**config.mk**
```make
export PLATFORM = sky130hd
export DESIGN_NAME = bootseq_ctrl
export DESIGN_NICKNAME = d
export VERILOG_FILES = /design/src/rtl/bootseq_pkg.sv /design/src/rtl/bootseq_rate_lut.sv /design/src/rtl/bootseq_txq.sv /design/src/rtl/bootseq_ctrl.sv
export SDC_FILE = /design/constraint.sdc
export NUM_CORES = 1
export LEC_CHECK = 0
export BUFFER_PORTS_ARGS = -buffer_cell sky130_fd_sc_hd__buf_2
export CAP_MARGIN = 20
export CORE_ASPECT_RATIO = 1.2
export CORE_MARGIN = 1
export CORE_UTILIZATION = 54
export CTS_CLUSTER_SIZE = 25
export DETAILED_ROUTE_END_ITERATION = 10
export PLACE_DENSITY = 0.83
export RECOVER_POWER = 50
export SLEW_MARGIN = 0
export SYNTH_ARGS = -nofsm -noshare
export SYNTH_HDL_FRONTEND = slang
export SYNTH_HIERARCHICAL = 1
export SYNTH_SLANG_ARGS = --single-unit
```
**constraint.sdc**
```tcl
create_clock -name clk -period 3.7 [get_ports clk]
set_input_delay 0.74 -clock clk [delete_from_list [all_inputs] [get_ports clk]]
set_output_delay 0.74 -clock clk [all_outputs]
set_load 0.05 [all_outputs]
```
**src/rtl/bootseq_pkg.sv**
```systemverilog
package bootseq_pkg;
  localparam int NUM_RATES = 5;
  localparam int RATE_IDX_W = 3;
  localparam int FSEL_W = 2;

  typedef enum logic [3:0] {
    S_BAUD, S_BAUD_ECHO, S_BAUD_ERR, S_HEXGO, S_HEX,
    S_SUM_HI, S_SUM_LO, S_CMD, S_CMD_ECHO, S_CMD_ERR,
    S_LAUNCH, S_RUN, S_HALT
  } sess_state_e;

  typedef enum logic [1:0] { T_IDLE, T_OFFER, T_FLIGHT } tx_state_e;

  function automatic logic [7:0] rate_code(input int k);
    case (k)
      0: rate_code = 8'h28;
      1: rate_code = 8'h18;
      2: rate_code = 8'h0C;
      3: rate_code = 8'h06;
      4: rate_code = 8'h03;
      default: rate_code = 8'h00;
    endcase
  endfunction
endpackage

```
**src/rtl/bootseq_rate_lut.sv**
```systemverilog
module bootseq_rate_lut
  import bootseq_pkg::*;
(
  input  logic [7:0]            code,
  input  logic [FSEL_W-1:0]     fsel,
  output logic                  legal,
  output logic [RATE_IDX_W-1:0] idx
);
  localparam int SUM_W = RATE_IDX_W + 1;
  logic [NUM_RATES-1:0] hit;

  for (genvar g = 0; g < NUM_RATES; g++) begin : g_rate
    assign hit[g] = (code == rate_code(g)) &&
                    ((SUM_W'(g) + SUM_W'(fsel)) < SUM_W'(NUM_RATES));
  end

  always_comb begin
    idx = '0;
    for (int k = 0; k < NUM_RATES; k++) begin
      if (hit[k]) idx = RATE_IDX_W'(k);
    end
  end

  assign legal = |hit;
endmodule

```
**src/rtl/bootseq_txq.sv**
```systemverilog
module bootseq_txq
  import bootseq_pkg::*;
(
  input  logic       clk,
  input  logic       rst_n,
  input  logic       send_en,
  input  logic [7:0] send_byte,
  output logic       tx_valid,
  output logic [7:0] tx_data,
  input  logic       tx_ready,
  input  logic       tx_done,
  output logic       sent
);
  tx_state_e st_q, st_d;
  logic [7:0] byte_q;
  logic       byte_en;

  always_comb begin
    st_d = st_q;
    case (st_q)
      T_IDLE:   if (send_en)  st_d = T_OFFER;
      T_OFFER:  if (tx_ready) st_d = T_FLIGHT;
      T_FLIGHT: if (tx_done)  st_d = T_IDLE;
      default:  st_d = T_IDLE;
    endcase
  end

  assign byte_en = (st_q == T_IDLE) && send_en;

  always_ff @(posedge clk or negedge rst_n) begin
    if (!rst_n) begin
      st_q   <= T_IDLE;
      byte_q <= '0;
    end else begin
      st_q <= st_d;
      if (byte_en) byte_q <= send_byte;
    end
  end

  assign tx_valid = (st_q == T_OFFER);
  assign tx_data  = byte_q;
  assign sent     = (st_q == T_FLIGHT) && tx_done;
endmodule

```
**src/rtl/bootseq_ctrl.sv**
```systemverilog
module bootseq_ctrl
  import bootseq_pkg::*;
#(
  parameter int          ADDR_W    = 24,
  parameter int          SUM_W     = 16,
  parameter logic [7:0]  CMD_START = 8'hC0,
  parameter logic [7:0]  ERR_CODE  = 8'h62,
  parameter int          ERR_REPS  = 3,
  parameter logic [23:0] SP_INIT   = 24'h04A000
) (
  input  logic                  clk,
  input  logic                  rst_n,
  input  logic [FSEL_W-1:0]     freq_sel,
  input  logic                  rx_valid,
  input  logic [7:0]            rx_data,
  input  logic                  rx_err,
  output logic                  tx_valid,
  output logic [7:0]            tx_data,
  input  logic                  tx_ready,
  input  logic                  tx_done,
  output logic [RATE_IDX_W-1:0] baud_sel,
  output logic                  hex_start,
  input  logic                  hex_end,
  input  logic                  hex_err,
  input  logic [ADDR_W-1:0]     hex_entry,
  input  logic [SUM_W-1:0]      mem_sum,
  output logic                  launch,
  output logic [ADDR_W-1:0]     launch_pc,
  output logic [ADDR_W-1:0]     launch_sp,
  output logic                  halted
);
  localparam int CNT_W = $clog2(ERR_REPS + 1);

  // reset: asserted asynchronously, released through two flops
  logic rst_s1_q, rst_s2_q, rst_int_n;
  always_ff @(posedge clk or negedge rst_n) begin
    if (!rst_n) begin
      rst_s1_q <= 1'b0;
      rst_s2_q <= 1'b0;
    end else begin
      rst_s1_q <= 1'b1;
      rst_s2_q <= rst_s1_q;
    end
  end
  assign rst_int_n = rst_s2_q;

  sess_state_e           st_q, st_d;
  logic [RATE_IDX_W-1:0] baud_q, pend_q, lut_idx;
  logic [7:0]            echo_q, send_byte;
  logic [ADDR_W-1:0]     pc_q;
  logic [SUM_W-1:0]      sum_q;
  logic [CNT_W-1:0]      errcnt_q, errcnt_d;
  logic                  lut_legal, send_en, sent;
  logic                  rate_ok, cmd_ok;
  logic                  baud_cap_en, baud_apply_en, load_cap_en, errcnt_en;

  bootseq_rate_lut u_lut (
    .code  (rx_data),
    .fsel  (freq_sel),
    .legal (lut_legal),
    .idx   (lut_idx)
  );

  assign rate_ok = rx_valid && !rx_err && lut_legal;
  assign cmd_ok  = rx_valid && !rx_err && (rx_data == CMD_START);

  always_comb begin
    st_d     = st_q;
    errcnt_d = errcnt_q;
    case (st_q)
      S_BAUD:      if (rx_valid) st_d = rate_ok ? S_BAUD_ECHO : S_BAUD_ERR;
      S_BAUD_ECHO: if (sent) st_d = S_HEXGO;
      S_BAUD_ERR:  if (sent) st_d = S_HALT;
      S_HEXGO:     st_d = S_HEX;
      S_HEX: begin
        if (hex_err)      st_d = S_HALT;
        else if (hex_end) st_d = S_SUM_HI;
      end
      S_SUM_HI:    if (sent) st_d = S_SUM_LO;
      S_SUM_LO:    if (sent) st_d = S_CMD;
      S_CMD:       if (rx_valid) st_d = cmd_ok ? S_CMD_ECHO : S_CMD_ERR;
      S_CMD_ECHO:  if (sent) st_d = S_LAUNCH;
      S_CMD_ERR: begin
        if (sent) begin
          errcnt_d = errcnt_q + 1'b1;
          if (errcnt_q == CNT_W'(ERR_REPS - 1)) st_d = S_HALT;
        end
      end
      S_LAUNCH:    st_d = S_RUN;
      S_RUN:       st_d = S_RUN;
      default:     st_d = S_HALT;
    endcase
  end

  always_comb begin
    send_en   = 1'b1;
    send_byte = ERR_CODE;
    case (st_q)
      S_BAUD_ECHO: send_byte = echo_q;
      S_SUM_HI:    send_byte = sum_q[SUM_W-1 -: 8];
      S_SUM_LO:    send_byte = sum_q[7:0];
      S_CMD_ECHO:  send_byte = CMD_START;
      S_BAUD_ERR, S_CMD_ERR: send_byte = ERR_CODE;
      default:     send_en = 1'b0;
    endcase
  end

  assign baud_cap_en   = (st_q == S_BAUD) && rate_ok;
  assign baud_apply_en = (st_q == S_BAUD_ECHO) && sent;
  assign load_cap_en   = (st_q == S_HEX) && hex_end && !hex_err;
  assign errcnt_en     = (st_q == S_CMD_ERR) && sent;

  always_ff @(posedge clk or negedge rst_int_n) begin
    if (!rst_int_n) begin
      st_q     <= S_BAUD;
      baud_q   <= '0;
      pend_q   <= '0;
      echo_q   <= '0;
      pc_q     <= '0;
      sum_q    <= '0;
      errcnt_q <= '0;
    end else begin
      st_q <= st_d;
      if (baud_cap_en) begin
        pend_q <= lut_idx;
        echo_q <= rx_data;
      end
      if (baud_apply_en) baud_q <= pend_q;
      if (load_cap_en) begin
        pc_q  <= hex_entry;
        sum_q <= mem_sum;
      end
      if (errcnt_en) errcnt_q <= errcnt_d;
    end
  end

  bootseq_txq u_txq (
    .clk       (clk),
    .rst_n     (rst_int_n),
    .send_en   (send_en),
    .send_byte (send_byte),
    .tx_valid  (tx_valid),
    .tx_data   (tx_data),
    .tx_ready  (tx_ready),
    .tx_done   (tx_done),
    .sent      (sent)
  );

  assign baud_sel  = baud_q;
  assign hex_start = (st_q == S_HEXGO);
  assign launch    = (st_q == S_LAUNCH);
  assign launch_pc = pc_q;
  assign launch_sp = ADDR_W'(SP_INIT);
  assign halted    = (st_q == S_HALT);
endmodule

```
# Word-level counts from Yosys, hierarchy flattened
# Cells that the tools add are included.
[totals] reg_bits=72 word_cells=104
[classes] n_addsub=5 magnitude_cmp=5 n_eq_ne=34 n_mux=24 reduce_logical=25
[op_table] operator="4-bit two-way mux" n=11
[op_table] operator="4-bit case mux with 11 select lines" n=1
[op_table] operator="8-bit case mux with 4 select lines" n=1
[op_table] operator="4-bit == test (second input constant)" n=5
[op_table] operator="2-bit != test (second input constant)" n=10
[op_table] operator="4-bit by 3-bit == test with 1-bit output (second input constant)" n=4
[op_table] operator="4-bit by 3-bit < comparator with 1-bit output (second input constant)" n=4
[op_table] operator="1-bit logical AND" n=15
[op_table] operator="2-bit two-way mux" n=6
[op_table] operator="10-bit AND reduction" n=1
[op_table] operator="4-bit by 2-bit == test with 1-bit output (second input constant)" n=2
[op_table] operator="8-bit by 2-bit == test with 1-bit output (second input constant)" n=1
[op_table] operator="8-bit by 3-bit == test with 1-bit output (second input constant)" n=1
[op_table] operator="8-bit by 4-bit == test with 1-bit output (second input constant)" n=1
[op_table] operator="8-bit by 5-bit == test with 1-bit output (second input constant)" n=1
[op_table] operator="8-bit by 6-bit == test with 1-bit output (second input constant)" n=1
[op_table] operator="8-bit == test (second input constant)" n=1
[op_table] operator="2-bit by 2-bit adder with 3-bit output (first input constant)" n=2
[op_table] operator="2-bit case mux with 3 select lines" n=1
[op_table] operator="3-bit AND reduction" n=2
[op_table] operator="6-bit OR reduction" n=1
[op_table] operator="5-bit OR reduction" n=1
[op_table] operator="3-bit by 2-bit adder with 4-bit output (first input constant)" n=1
[op_table] operator="2-bit == test (second input constant)" n=2
[op_table] operator="13 further kinds" n=17

# Logic depth before layout (Yosys ltp)
[depth] word_depth=8 mapped_depth=10 ltp_nobuf=10

# Hierarchy
# Netlist, hierarchy kept.
[modules_own_cells] mod="bootseq_ctrl" instances=1 cells_each=243 area_per_inst_um2=2959.1
[modules_own_cells] mod="bootseq_txq" instances=1 cells_each=26 area_per_inst_um2=399.1
[modules_own_cells] mod="bootseq_rate_lut" instances=1 cells_each=24 area_per_inst_um2=176.4

# Worst setup path after synthesis
# Ideal clock, no wire load.
[synth_path] kind="input -> register" from="in freq_sel[0]" to="reg echo_q[1]" setup_time_ps=125 arrival_time_ps=2267 setup_slack_ps=1308 path_stages=9 n_path_buf=1 cell_sequence="inv_1 -> ha_1 -> nand2b_1 -> a211oi_1 -> a21oi_1 -> o21ai_1 -> nand4_1 -> buf_2 -> mux2_2"
[synth_between] elab_chain_len=6 word_cells_on_any_way=17
[synth_rtl] element="start: declaration" line="bootseq_ctrl.sv:13" text="input logic [FSEL_W-1:0] freq_sel,"
[synth_rtl] element="3-bit by 2-bit adder with 4-bit output, or another cell as far along" line="bootseq_rate_lut.sv:14" text="((SUM_W'(g) + SUM_W'(fsel)) < SUM_W'(NUM_RATES));"
[synth_rtl] element="4-bit by 3-bit < comparator with 1-bit output" line="bootseq_rate_lut.sv:14"
[synth_rtl] element="1-bit logical AND" line="bootseq_rate_lut.sv:13" text="assign hit[g] = (code == rate_code(g)) &&"
[synth_rtl] element="5-bit OR reduction (*)" line="bootseq_rate_lut.sv:24" text="assign legal = |hit;"
[synth_rtl] element="named net lut_legal" line="bootseq_ctrl.sv:53" text="logic lut_legal, send_en, sent;"
[synth_rtl] element="1-bit logical AND (*)" line="bootseq_ctrl.sv:64" text="assign rate_ok = rx_valid && !rx_err && lut_legal;"
[synth_rtl] element="1-bit logical AND (*)" line="bootseq_ctrl.sv:108" text="assign baud_cap_en = (st_q == S_BAUD) && rate_ok;"
[synth_rtl] element="end signal: assignment" line="bootseq_ctrl.sv:126" text="echo_q <= rx_data;"
[synth_rtl] element="end: declaration" line="bootseq_ctrl.sv:49" text="logic [7:0] echo_q, send_byte;"
# Mark *: on every way through the listed nets, which the timed path passes. The rest lies on a longest branch.
# A chain may end at the register's enable or synchronous reset.

# Worst setup path in the final report
[layout_path] from="in freq_sel[0]" to="reg echo_q[4]"
# Same word-level chain as after synthesis.

==> results.py <==
metrics = {
    "clock_tree": {
        "cts_made_buffers": 9,
        "clk_pin_slew_ns": 0.07,
        "post_cts_resized": 0,
        "cts_tree": "done",
        "root_buffer": "clkbuf_8",
        "cts_hold_buf": 0,
        "cts_setup_buffers": 0,
        "cts.htree.levels": 3,
        "cts_sinks": 72,
        "clockBufferDepth": 2,
        "clock_latency_ns": 0.34,
    },
    "synthesis": {
        "yosys_warnings": 6,
        "synth_area_leader_cell": "dfrtp_1",
        "synth.avg_cell_area_sq_um": 12.1,
        "synth.distinct_cells": 46,
        "ys_dominant_reg_cell": "dfrtp_1",
        "synth_top_cell_area_share_pct": 51.0,
        "async_flop_share_pct": 100,
        "synth_seq_cells": 72,
        "yosysSeqAreaShare_pct": 51.0,
        "synthCells": 293,
        "syn_area_sq_um": 3530,
        "synth_area_leaders": "dfrtp_1 (51%), mux2_2 (18%), buf_4 (5.5%)",
        "synth_edf_count": 0,
    },
    "sta": {
        "clock_skew_ns": 0.00662,
        "tightest_slew_ns": 1.54,
        "timing.final.setup_violations": 0,
        "finalCritPeriodShare_pct": 74.2,
        "relSlewSlack_pct": -2.90,
        "hold_violations": 0,
        "drv_slew": 41,
        "post-route-min-period_ns": 2.75,
        "tns_ns": 0,
        "max_freq_ghz": 0.364,
        "rsz0062_at_grt": "no",
        "fin_hold_ws_ns": 0.175,
    },
    "final_layout": {
        "multi_input_area_sq_um": 1560,
        "final_util_pct": 67.1,
        "nets": 452,
        "finalNonFillerCells": 477,
        "drive_gt1_share_pct": 40.3,
        "num-fill-cells": 512,
        "mostFrequentLayoutCells": "buf_2 (80), dfrtp_1 (72), mux2_2 (58), conb_1 (25), clkbuf_1 (19)",
        "area_growth_pct": 17.0,
        "final_common_cell": "buf_2",
        "ff_latch_area_sq_um": 1800,
        "insertedDiodeCount": 0,
    },
    "power": {
        "power_leakage_nw": 2.14,
        "p_per_area_nw_per_um2": 699,
        "ir_worst_vdd_mv": 0.605,
        "fin_total_pwr_mw": 2.89,
    },
    "floorplan": {
        "dieWidth_um": 75.9,
        "start_util_pct": 57.3,
        "io_pins": 121,
        "num_rows": 31,
        "die_y_um": 90.6,
        "core_sq_um": 6170,
        "dieArea_sq_um": 6870,
    },
    "detailed_routing": {
        "vias": 2547,
        "routed_via_density": 5.34,
        "drc": 0,
        "drt_wl_total_mm": 6.92,
        "wl_per_cell_um": 14.5,
        "ant_nets": 0,
        "drtPass1Iterations": 4,
        "drt_iter0_drc": 137,
    },
    "place": {
        "dp.final_hpwl_mm": 5.22,
        "dp_cells": 461,
        "place_congestion": 0.817,
        "port_buffers": 96,
    },
    "grt": {
        "grt_max_degree": 41,
        "gr-total-overflow": 0,
        "track_usage_pct": 22.2,
        "antenna_found_initial": 0,
        "grt_pass1_vias": 2562,
        "grt_first_pass_wirelength_mm": 11.5,
    },
    "hold_path": {
        "hp-class": "input port to asynchronous set/reset pin",
    },
    "setup_path": {
        "timing_worst_setup_path_type": "input port to register",
        "crit_path_end_kind": "register",
        "ff2ff_path_depth": 5,
        "path_max_fanout": 11,
        "cp-start-kind": "input port",
        "cp.arrival_ns": 2.97,
        "required_ns": 3.92,
    },
    "run_status": {
        "status": "finished, violations left",
        "violations": "capacitance limit, slew limit",
    },
    "run": {
        "maxCapViolCount": 1,
    },
}
[critical path, cell delays in order]
cell and delay (ns):
buf_2 0.10, inv_1 0.05, ha_1 0.27, nand2b_1 0.14
a211oi_1 0.33, a21oi_1 0.09, o21ai_1 0.27, nand4_1 0.51
mux2_2 0.46
[power breakdown]
part / internal, mW / switching, mW
Combinational: 0.339 / 0.792
Clock: 0.309 / 0.267
Sequential: 1.01 / 0.173
Total: 1.66 / 1.23
[routing by layer]
| metal | vias up | wire (um) | global-route usage (%) |
|---|---|---|---|
| li1 | 1197 | - | - |
| met1 | 1244 | 2740 | 26.5 |
| met2 | 93 | 3640 | 37.1 |
| met3 | 13 | 419 | 6.03 |
| met4 | 0 | 121 | 8.33 |
| met5 | - | 0 | 0 |
[cell families after synthesis]
| group | synth area share, % |
|---|---|
| DFF | 51.0 |
| and+or+nand+nor | 11.3 |
| muxes | 19.8 |
| AOI/OAI and AO/OA | 8.32 |
| buffers and inverters | 7.58 |
| adders and majority gates | 1.42 |
| other | 0.212 |
| xor gates and xnor gates | 0.496 |
[sequential cells by signal, indices dropped and copies added (netlist names)]
| name | cells |
|---|---|
| launch_pc | 24 |
| sum_q | 16 |
| echo_q | 8 |
| u_txq/tx_data | 8 |
| st_q | 4 |
| baud_sel | 3 |
| pend_q | 3 |
| errcnt_q | 2 |
| u_txq/st_q | 2 |
| rst_int_n | 1 |
| rst_s1_q | 1 |
[path summary, 6_finish.rpt]
check	start	to	slack, ns
hold / removal	rst_n	rst_s1_q	0.17
hold reg to reg	rst_s1_q	rst_int_n	0.37
max in group asynchronous	rst_int_n	sum_q[2]	1.55
setup / recovery	freq_sel[0]	echo_q[4]	0.95
min in group clk	rst_s1_q	rst_int_n	0.37
setup reg to reg	st_q[2]	launch_pc[2]	1.12
[layout make-up]
type | instances | share of cell area [%]
inverter | 6 | 0.544
tap | 82 | 2.48
sequential | 72 | 43.6
timing repair buffer | 98 | 11.4
clock inverter | 4 | 1.09
clock buffer | 12 | 3.27
multi-input combinational | 203 | 37.6
[Yosys cell counts (2+ instances only)]
| cell | instances |
|---|---|
| dfrtp_1 | 72 |
| mux2_2 | 58 |
| buf_4 | 26 |
| nand2_1 | 17 |
| nor2_1 | 11 |
| o21ai_0 | 9 |
| nand2b_1 | 8 |
| a22oi_1 | 7 |
| buf_2 | 7 |
| inv_1 | 6 |
| nor2b_1 | 6 |
| a21oi_1 | 5 |
| ha_1 | 4 |
| mux2_1 | 4 |
| a211oi_1 | 3 |
| a21o_1 | 3 |
| a31oi_1 | 3 |
| and3_1 | 3 |
| nor3_1 | 3 |
| nor3b_1 | 3 |
| o21ai_1 | 3 |
| o21bai_1 | 3 |
| a211o_1 | 2 |
| conb_1 | 2 |
| nand3_1 | 2 |
| nor4_1 | 2 |
| xnor2_1 | 2 |
[metrics by stage]
| step | area (sq um) | setup WS (ns) |
|---|---|---|
| finish | 4140 | 0.953 |
| global route | 4140 | 0.769 |
| CTS | 4160 | 0.995 |
| detailed placement | 3980 | 0.652 |
| global placement | 3980 | 0.802 |
| floorplan | 3620 | 1.31 |
Note: power is estimated with default switching activity, not from simulation.
